--- config.mk ---
export PLATFORM = sky130hd
export DESIGN_NAME = pc_sequencer
export DESIGN_NICKNAME = d
export VERILOG_FILES = /design/src/rtl/pcseq_pkg.sv /design/src/rtl/pcseq_decode.sv /design/src/rtl/pcseq_target.sv /design/src/rtl/pcseq_cond.sv /design/src/rtl/pc_sequencer.sv
export SDC_FILE = /design/constraint.sdc
export NUM_CORES = 1
export LEC_CHECK = 0
export ABC_CLOCK_PERIOD_IN_PS = 7750
export BUFFER_PORTS_ARGS = -buffer_cell sky130_fd_sc_hd__clkbuf_2
export CORE_MARGIN = 10
export CORE_UTILIZATION = 59
export DETAILED_ROUTE_END_ITERATION = 8
export PLACE_DENSITY = 0.89
export SLEW_MARGIN = 20
export SYNTH_ARGS = -nofsm -noshare
export SYNTH_HDL_FRONTEND = slang
export SYNTH_HIERARCHICAL = 1
export SYNTH_SLANG_ARGS = --single-unit
--- constraint.sdc ---
create_clock -name clk -period 7.75 [get_ports clk]
set_clock_uncertainty 0.2 [all_clocks]
set_input_delay 1.55 -clock clk [delete_from_list [all_inputs] [get_ports clk]]
set_output_delay 1.55 -clock clk [all_outputs]
set_load 0.005 [all_outputs]
--- src/rtl/pcseq_pkg.sv ---
package pcseq_pkg;
   localparam int INSTR_W = 32;
   localparam int OPC_W   = 6;
   localparam int REG_W   = 5;
   localparam int FUNCT_W = 6;
   localparam int IMM_W   = 16;
   localparam int JFLD_W  = 26;
   localparam int OPC_LSB = INSTR_W - OPC_W;

   localparam logic [OPC_W-1:0]   OPC_SPECIAL = 6'h00;
   localparam logic [OPC_W-1:0]   OPC_JUMP    = 6'h02;
   localparam logic [OPC_W-1:0]   OPC_JLINK   = 6'h03;
   localparam logic [OPC_W-1:0]   OPC_BREQ    = 6'h04;
   localparam logic [OPC_W-1:0]   OPC_BRNE    = 6'h05;
   localparam logic [FUNCT_W-1:0] FN_JREG     = 6'h08;

   typedef enum logic [2:0] {
      FLOW_SEQ,
      FLOW_BREQ,
      FLOW_BRNE,
      FLOW_JUMP,
      FLOW_JLINK,
      FLOW_JREG
   } flow_e;

   typedef struct packed {
      flow_e              flow;
      logic [IMM_W-1:0]   imm;
      logic [JFLD_W-1:0]  jfield;
   } ctl_t;
endpackage

--- src/rtl/pcseq_decode.sv ---
module pcseq_decode
   import pcseq_pkg::*;
(
   input  logic [INSTR_W-1:0] instr,
   output ctl_t               ctl
);
   logic [OPC_W-1:0]   opcode;
   logic [FUNCT_W-1:0] funct;

   assign opcode = instr[INSTR_W-1 -: OPC_W];
   assign funct  = instr[FUNCT_W-1:0];

   always_comb begin
      ctl.imm    = instr[IMM_W-1:0];
      ctl.jfield = instr[JFLD_W-1:0];
      case (opcode)
         OPC_BREQ:    ctl.flow = FLOW_BREQ;
         OPC_BRNE:    ctl.flow = FLOW_BRNE;
         OPC_JUMP:    ctl.flow = FLOW_JUMP;
         OPC_JLINK:   ctl.flow = FLOW_JLINK;
         OPC_SPECIAL: ctl.flow = (funct == FN_JREG) ? FLOW_JREG : FLOW_SEQ;
         default:     ctl.flow = FLOW_SEQ;
      endcase
   end
endmodule

--- src/rtl/pcseq_target.sv ---
module pcseq_target
   import pcseq_pkg::*;
#(
   parameter int ADDR_W            = 32,
   parameter bit JUMP_HI_FROM_NEXT = 1'b1
) (
   input  logic [ADDR_W-1:0] pc,
   input  logic [IMM_W-1:0]  imm,
   input  logic [JFLD_W-1:0] jfield,
   output logic [ADDR_W-1:0] pc_plus4,
   output logic [ADDR_W-1:0] br_tgt,
   output logic [ADDR_W-1:0] jmp_tgt
);
   localparam int JT_W     = JFLD_W + 2;
   localparam int REGION_W = ADDR_W - JT_W;
   localparam int SEXT_W   = ADDR_W - IMM_W - 2;

   if (REGION_W < 1) begin : g_bad_width
      $error("pcseq_target: ADDR_W must exceed the jump field span");
   end

   logic [ADDR_W-1:0]   offset;
   logic [REGION_W-1:0] region_hi;

   assign pc_plus4 = pc + ADDR_W'(4);
   assign offset   = {{SEXT_W{imm[IMM_W-1]}}, imm, 2'b00};
   assign br_tgt   = pc_plus4 + offset;

   if (JUMP_HI_FROM_NEXT) begin : g_hi_next
      assign region_hi = pc_plus4[ADDR_W-1 -: REGION_W];
   end else begin : g_hi_cur
      assign region_hi = pc[ADDR_W-1 -: REGION_W];
   end

   assign jmp_tgt = {region_hi, jfield, 2'b00};
endmodule

--- src/rtl/pcseq_cond.sv ---
module pcseq_cond
   import pcseq_pkg::*;
#(
   parameter int DATA_W = 32
) (
   input  flow_e             flow,
   input  logic [DATA_W-1:0] opa,
   input  logic [DATA_W-1:0] opb,
   output logic              take
);
   logic same;

   assign same = (opa == opb);

   always_comb begin
      case (flow)
         FLOW_BREQ: take = same;
         FLOW_BRNE: take = !same;
         default:   take = 1'b0;
      endcase
   end
endmodule

--- src/rtl/pc_sequencer.sv ---
module pc_sequencer
   import pcseq_pkg::*;
#(
   parameter int                ADDR_W            = 32,
   parameter int                DATA_W            = 32,
   parameter logic [ADDR_W-1:0] RESET_PC          = '0,
   parameter int                LINK_REG          = 31,
   parameter bit                JUMP_HI_FROM_NEXT = 1'b1
) (
   input  logic               clk,
   input  logic               rst,
   input  logic               stall,
   input  logic [31:0]        instr,
   input  logic [DATA_W-1:0]  rs_val,
   input  logic [DATA_W-1:0]  rt_val,
   output logic [ADDR_W-1:0]  pc,
   output logic               link_we,
   output logic [REG_W-1:0]   link_idx,
   output logic [ADDR_W-1:0]  link_val
);
   if (DATA_W != ADDR_W) begin : g_bad_data
      $error("pc_sequencer: register width must equal address width");
   end
   if (LINK_REG < 0 || LINK_REG >= (1 << REG_W)) begin : g_bad_link
      $error("pc_sequencer: LINK_REG out of register index range");
   end
   if (INSTR_W != 32) begin : g_bad_instr
      $error("pc_sequencer: instruction word must be 32 bits");
   end

   ctl_t              ctl;
   logic              br_take;
   logic [ADDR_W-1:0] pc_q;
   logic [ADDR_W-1:0] pc_nxt;
   logic [ADDR_W-1:0] pc_plus4;
   logic [ADDR_W-1:0] br_tgt;
   logic [ADDR_W-1:0] jmp_tgt;

   pcseq_decode u_dec (
      .instr (instr),
      .ctl   (ctl)
   );

   pcseq_target #(
      .ADDR_W            (ADDR_W),
      .JUMP_HI_FROM_NEXT (JUMP_HI_FROM_NEXT)
   ) u_tgt (
      .pc       (pc_q),
      .imm      (ctl.imm),
      .jfield   (ctl.jfield),
      .pc_plus4 (pc_plus4),
      .br_tgt   (br_tgt),
      .jmp_tgt  (jmp_tgt)
   );

   pcseq_cond #(
      .DATA_W (DATA_W)
   ) u_cond (
      .flow (ctl.flow),
      .opa  (rs_val),
      .opb  (rt_val),
      .take (br_take)
   );

   always_comb begin
      case (ctl.flow)
         FLOW_JUMP, FLOW_JLINK: pc_nxt = jmp_tgt;
         FLOW_JREG:             pc_nxt = rs_val;
         FLOW_BREQ, FLOW_BRNE:  pc_nxt = br_take ? br_tgt : pc_plus4;
         default:               pc_nxt = pc_plus4;
      endcase
   end

   always_ff @(posedge clk) begin
      if (rst) begin
         pc_q <= RESET_PC;
      end else if (!stall) begin
         pc_q <= pc_nxt;
      end
   end

   assign pc       = pc_q;
   assign link_we  = (ctl.flow == FLOW_JLINK) && !stall && !rst;
   assign link_idx = REG_W'(LINK_REG);
   assign link_val = pc_plus4;
endmodule

### Word-level counts from Yosys, hierarchy flattened

Index checks and enable logic that the tools add are counted.

| storage, ports and cells | value |
|---|---|
| flip-flop bits (word level) | 32 |
| input bits | 99 |
| word-level logic and storage cells | 27 |

| operators by class | value |
|---|---|
| $add $sub $neg | 2 |
| equal/unequal tests | 11 |
| multiplexer cells | 5 |
| reduce and logical (&&, ||, !) cells | 8 |

Operator list:

| cell | count |
|---|---|
| case mux 32 bit (3 select lines) | 1 |
| adder 32 x 3 -> 32 bit (second input constant) | 1 |
| adder 32 bit | 1 |
| equality test 32 bit | 1 |
| 2-to-1 mux 32 bit | 1 |
| case mux 3 bit (5 select lines) | 1 |
| equality test 6 x 2 -> 1 bit (second input constant) | 2 |
| equality test 6 x 3 -> 1 bit (second input constant) | 2 |
| equality test 3 x 2 -> 1 bit (second input constant) | 2 |
| equality test 3 bit (second input constant) | 2 |
| equality test 6 x 4 -> 1 bit (second input constant) | 1 |
| zero test 6 bit | 1 |
| OR reduction 2 bit | 2 |
| equality test 3 x 1 -> 1 bit (second input constant) | 1 |
| zero test 1 bit | 3 |
| 2-to-1 mux 3 bit | 1 |
| logical AND 1 bit | 2 |
| case mux 1 bit (2 select lines) | 1 |

### Logic depth before layout (Yosys ltp)

Gate-level depths: netlist of the first run.

| depth | value |
|---|---|
| depth in word-level cells | 7 |
| gate-level depth with buffers | 18 |

### By module

The synthesis of the first run kept the hierarchy.

Modules (own cells, without submodules):

| module | times used | cells each | area each (um^2) | sequential area each (um^2) |
|---|---|---|---|---|
| pc_sequencer | 1 | 343 | 2667.6 | 640.6 |
| pcseq_target | 1 | 372 | 2595.0 | 0.0 |
| pcseq_decode | 1 | 53 | 402.9 | 0.0 |
| pcseq_cond | 1 | 46 | 394.1 | 0.0 |

### Worst setup path after synthesis of the first run

Ideal clock, no wire load.

| timing | value |
|---|---|
| path kind | input port to output port |
| start point | in instr[29] |
| end point | out link_we |
| data arrival time | 3079 ps |
| required time | 6000 ps |
| slack | 2921 ps |
| stages | 7 |
| cells stage by stage | or3_1 a2111oi_2 buf_4 buf_6 buf_2 nor2_1 and3_1 |

RTL lines:

| element | line | RTL |
|---|---|---|
| from (decl) | pc_sequencer.sv:13 | `input logic [31:0] instr,` |
| to (decl) | pc_sequencer.sv:17 | `output logic link_we,` |

==> flow_metrics.tcl, run 1 <==
set metrics [dict create \
    rr_startpoint "pc[8]$_SDFFE_PP0N_" \
    crit_chain "clkbuf_2, or3_1, a2111oi_4, buf_4, nor2_1, and3_1, clkbuf_2" \
    path_clk_slew_ns 0.07 \
    drtIter0Drc 624 \
    hp-start "pc[18]$_SDFFE_PP0N_" \
    final_common_cell "clkbuf_2" \
    grt-ovfl-total 0 \
    synth_area_sq_mm 0.00606 \
    vias 6388 \
    ant_nets 0 \
    slew_viol_final 0 \
    drt_wl_total_microns 19600 \
    cpMaxStageDelayCell "buf_4" \
    ys_seq_area_frac 0.106 \
    clk_latency_ns 0.30 \
    synth_edf_count 0 \
    drc 0 \
    die_h_microns 121 \
    fp.coreArea_sq_mm 0.00991 \
    leakagePower_nw 2.64 \
    drive_gt1_frac 0.245 \
    htree_levels 2 \
    end_kind "output port" \
    cts_tree "yes" \
    grtUsageTotal 0.252 \
    ys.flop_type "dfxtp_1" \
    insertedDiodeCount 0 \
    min_to "pc[18]$_SDFFE_PP0N_" \
    syn_area_per_cell_sq_um 7.44 \
    critical_path.max_fanout 70 \
    largest_reg_flops 32 \
    initial_core_util 0.611 \
    finalHoldViolCount 0 \
    syn_inst 814 \
    yosysWarnings 6 \
    yosysTopAreaCell "buf_4" \
    post_cts_resized 0 \
    period_share 0.682 \
    num_io_pins 169 \
    max_stage_delay_ns 0.75 \
    worstPathRequired_ns 6.00 \
    layout.nets 994 \
    path_class "primary input to output port" \
    fill_cells 924 \
    total_power_uw 567 \
    crit_arrival_ns 3.54 \
    fin_crit_ns 5.29 \
    place.port_buffers 163 \
    grt_first_pass_wirelength_microns 31000 \
    die_x_microns 121 \
    synth.distinct_cells 67 \
    rr_endpoint "pc[30]$_SDFFE_PP0N_" \
    rrSetupSlack_ns 3.17 \
    worst_pin_slew_ns 0.941 \
    dpl.hpwl_microns 15300 \
    rows 36 \
    cp-start-kind "primary input" \
    power_density_mw_per_mm2 88.9 \
    crit_start "instr[29]" \
    status "complete, no violations" \
    ys_seq_elements 32 \
    place.gp.congestion 0.973 \
    relSlewSlack 0.371 \
    holdBufCountCts 0 \
    hold_class "flop to flop" \
    die_area_sq_mm 0.0147 \
    cts.sinks 32 \
    fmax_mhz 189 \
    setup_tns_ns 0 \
    cts-root-buf "clkbuf_8" \
    ir_worst_vdd_mv 0.0603 \
    final_cell_mix "clkbuf_2 (163), nand2_1 (133), mux2i_1 (64)" \
    antenna_found_initial 0 \
    ys_top_cells_by_area "buf_4 (11%), dfxtp_1 (11%), mux2i_1 (11%)" \
    ff2ff_path_depth 15 \
    cts_setup_buffers 0 \
    finalSetupViolCount 0 \
    grt_max_degree 71 \
    numCtsBuffers 5 \
    worst_path_most_repeated_cell "clkbuf_2" \
    yosys.area.top_type_share 0.108 \
    area_growth_pct 5.24 \
    cts_buffer_depth 2 \
    first_global_vias 6051 \
    drv_cap 0 \
    min_path_cells 2 \
    postSynth.asyncResetShare 0 \
    viasPerCell 6.42 \
    wl_per_cell_microns 19.7 \
    rsz0062_at_grt "false" \
    first_pass_iters 6 \
]
## cell usage after synthesis (all sizes together), types with 4 or more instances
cell      n
ha       33
dfxtp    32
nor4     14
nor3     41
inv       7
a31oi     5
nor2b     5
o211ai    4
o21ai    16
a21oi    36
and3      4
clkbuf   15
a221oi   33
o221ai   32
xor2     43
xnor2    43
a21o      6
mux2i    64
a211oi    4
buf     122
nand3    22
nor2     36
nand4    20
nand2   133
## per-layer routing
| metal | vias up | GRT usage | wire [microns] |
|---|---|---|---|
| met4 | 0 | 0.0760 | 451 |
| met1 | 2984 | 0.312 | 7980 |
| met2 | 364 | 0.411 | 8870 |
| met5 | - | 0 | 0 |
| li1 | 3005 | - | - |
| met3 | 35 | 0.0735 | 2340 |
## layout make-up
cell class              count  area, sq um  area share
clock buffers               6         82.6      0.0129
clock inverters             2         10.0     0.00157
well taps                 133          166      0.0261
inverters                   7         26.3     0.00412
multi-input cells         643         4570       0.716
flip-flops and latches     32          641       0.100
repair buffers            172          883       0.139
## through the flow
step	hold WS [ns]	cells	setup slack, ns	instance area, sq um	util
6_report	0.293	995	2.46	6380	0.644
5_1_grt	0.329	995	2.29	6380	0.644
2_1_floorplan	0.260	819	2.92	6080	-
3_5_place_dp	0.282	987	2.37	6280	0.634
4_1_cts	0.294	995	2.49	6370	0.643
3_3_place_gp	0.272	987	2.51	6280	0.634
## cell families (layout without fill, tap and decap cells)
| logic type | Yosys count | in the layout | share of synthesized area |
|---|---|---|---|
| simple gates | 290 | 290 | 0.232 |
| xor+xnor | 87 | 87 | 0.128 |
| other cells | 2 | 7 | 0.00124 |
| buf+inv | 144 | 187 | 0.154 |
| compound gates | 161 | 161 | 0.201 |
| mux | 64 | 64 | 0.106 |
| fa+ha+maj | 34 | 34 | 0.0714 |
| flops | 32 | 32 | 0.106 |
## critical path: cells and delay by family
| kind | cells | cell delay [ns] |
|---|---|---|
| simple gates | 3 | 0.72 |
| compound gates | 1 | 0.30 |
| buf+inv | 3 | 0.93 |
## report_power, final
part	leakage [nW]	internal [mW]	total, mW	switching, mW
logic	2.33	0.0978	0.239	0.141
registers	0.259	0.171	0.181	0.0107
clock network	0.0510	0.0711	0.147	0.0758
## worst max path at each step
stage	to	slack (ns)	depth (start not counted)
floorplan	link_we	2.92	7
global placement	pc[3]$_SDFFE_PP0N_	2.51	11
detailed placement	pc[5]$_SDFFE_PP0N_	2.37	11
CTS	link_we	2.49	7
global route	link_we	2.29	8
finish	link_we	2.46	7
No activity file was read; power rests on OpenSTA's default activity.
==> inputs of run 2 (changes only) <==
ABC_CLOCK_PERIOD_IN_PS = 5050   (was 7750)
CORE_UTILIZATION = 55   (was 59)
PLACE_DENSITY = 0.83   (was 0.89)
clock period = 5.05 ns   (was 7.75 ns; I/O delays follow)
==> run 2 against run 1 <==
Effect of this change:
- flip-flop and latch count stayed put
- core utilization fell by 4.7 points
- sequential power increased by 54%
- register-to-register slack worse by 2.6 ns
- cell count grew 1.6%
- wire length increased by 1.5%
- clock power rose by 37%
- critical endpoint is now pc[26]$_SDFFE_PP0N_
==> flow_metrics.tcl, run 2 (same netlist as run 1, synthesis figures left out) <==
set metrics [dict create \
    status "complete, no violations" \
    holdBufCountCts 0 \
    max_stage_delay_ns 0.63 \
    initial_core_util 0.561 \
    utilization 0.596 \
    crit_start "pc[8]$_SDFFE_PP0N_" \
    cts_buffer_depth 2 \
    finalHoldViolCount 0 \
    setup_slack_ns 0.614 \
    area_growth_pct 6.19 \
    viasPerCell 6.26 \
    stdcell_count 1011 \
    cpMaxStageDelayCell "nor3_2" \
    drt_wl_total_microns 19900 \
    endpoint "pc[26]$_SDFFE_PP0N_" \
    cts.sinks 32 \
    cts_tree "yes" \
    grtUsageTotal 0.240 \
    first_global_vias 6028 \
    fin_area_sq_mm 0.00643 \
    vias 6325 \
    fp.coreArea_sq_mm 0.0108 \
    rrSetupSlack_ns 0.61 \
    antenna_found_initial 0 \
    total_power_uw 850 \
    end_kind "flop" \
    first_pass_iters 5 \
    path_clk_slew_ns 0.08 \
    numCtsBuffers 5 \
    layout.nets 1004 \
    ir_worst_vdd_mv 0.106 \
    die_x_microns 125 \
    drv_cap 0 \
    power_density_mw_per_mm2 132 \
    grt-ovfl-total 0 \
    rsz0062_at_grt "false" \
    final_common_cell "clkbuf_2" \
    htree_levels 2 \
    place.port_buffers 163 \
    placed_cells 1004 \
    drc 0 \
    drtIter0Drc 617 \
    ff2ff_path_depth 15 \
    num_io_pins 169 \
    leakagePower_nw 2.68 \
    post_cts_resized 0 \
    fin_crit_ns 4.44 \
    slew_viol_final 0 \
    setup_tns_ns 0 \
    cts_setup_buffers 0 \
    insertedDiodeCount 0 \
    drive_gt1_frac 0.250 \
    crit_chain "nand4_1, nor3_2, and2_1, nand2_1, xnor2_1, ha_1, nand4_1, or4_1, a31oi_2, nor2_1, xnor2_1, mux2i_1, nor3_1, o221ai_1, nand2_1" \
    critical_path.max_fanout 7 \
    clk_latency_ns 0.29 \
    crit_arrival_ns 4.47 \
    worstPathRequired_ns 5.08 \
    dpl.hpwl_microns 15900 \
    finalSetupViolCount 0 \
    place.gp.congestion 0.965 \
    worst_pin_slew_ns 0.859 \
    cts-root-buf "clkbuf_8" \
    path_class "flop to flop" \
    cp-start-kind "flop" \
    die_area_sq_mm 0.0156 \
    grt_max_degree 34 \
    grt_first_pass_wirelength_microns 31700 \
    hold_class "flop to flop" \
    period_share 0.878 \
    ant_nets 0 \
    timing.hold.ws_ns 0.300 \
    rr_endpoint "pc[26]$_SDFFE_PP0N_" \
    rr_startpoint "pc[8]$_SDFFE_PP0N_" \
    die_h_microns 125 \
    wl_per_cell_microns 19.7 \
    dpl_worst_slack_ns 0.688 \
    rows 38 \
    final_cell_mix "clkbuf_2 (163), nand2_1 (133), mux2i_1 (64)" \
    fmax_mhz 225 \
    dpl_cell_area_sq_mm 0.00636 \
    largest_reg_flops 32 \
    relSlewSlack 0.427 \
]
[run 2: cell count changes in the layout (fill, tap and decap cells not counted)]
cell	delta
a21oi_1	+1
a21oi_4	-1
buf_4	+10
clkbuf_1	+1
clkbuf_8	-1
clkinv_2	-1
[run 2: metal layers]
| layer | GRT usage | routed length [microns] | share of wire |
|---|---|---|---|
| met5 | 0 | 0 | 0 |
| met2 | 0.382 | 8740 | 0.44 |
| met3 | 0.0524 | 2120 | 0.11 |
| met1 | 0.323 | 8650 | 0.43 |
| met4 | 0.0535 | 414 | 0.021 |
[run 2: how the worst min path moves through the flow]
stage	start	to	slack, ns	depth (start not counted)
floorplan	pc[0]$_SDFFE_PP0N_	pc[0]$_SDFFE_PP0N_	0.26	2
global placement	pc[27]$_SDFFE_PP0N_	pc[27]$_SDFFE_PP0N_	0.27	2
detailed placement	pc[27]$_SDFFE_PP0N_	pc[27]$_SDFFE_PP0N_	0.29	2
CTS	pc[27]$_SDFFE_PP0N_	pc[27]$_SDFFE_PP0N_	0.30	2
global route	pc[19]$_SDFFE_PP0N_	pc[19]$_SDFFE_PP0N_	0.33	2
finish	pc[7]$_SDFFE_PP0N_	pc[7]$_SDFFE_PP0N_	0.30	2
[run 2: report_power, final]
| group | total [mW] | switching, mW | internal, mW | leakage [nW] |
|---|---|---|---|---|
| logic | 0.370 | 0.218 | 0.152 | 2.38 |
| clock network | 0.202 | 0.108 | 0.0940 | 0.0410 |
| registers | 0.278 | 0.0160 | 0.262 | 0.259 |
[run 2: final cells by class]
type	count	area [sq um]
clock buffers	6	72.6
clock inverters	1	5.00
fillers	1030	4360
inverters	7	26.3
multi-input cells	643	4560
flip-flops and latches	32	641
well taps	140	175
repair buffers	182	958
[run 2: critical path: cells and delay by family (launching register included)]
family	cells	cell delay (ns)
multiplexers	1	0.09
adder cells (fa/ha/maj)	1	0.34
AO/OA/AOI/OAI	2	0.44
AND/OR/NAND/NOR	9	2.31
XOR/XNOR	2	0.54
flip-flops	1	0.46
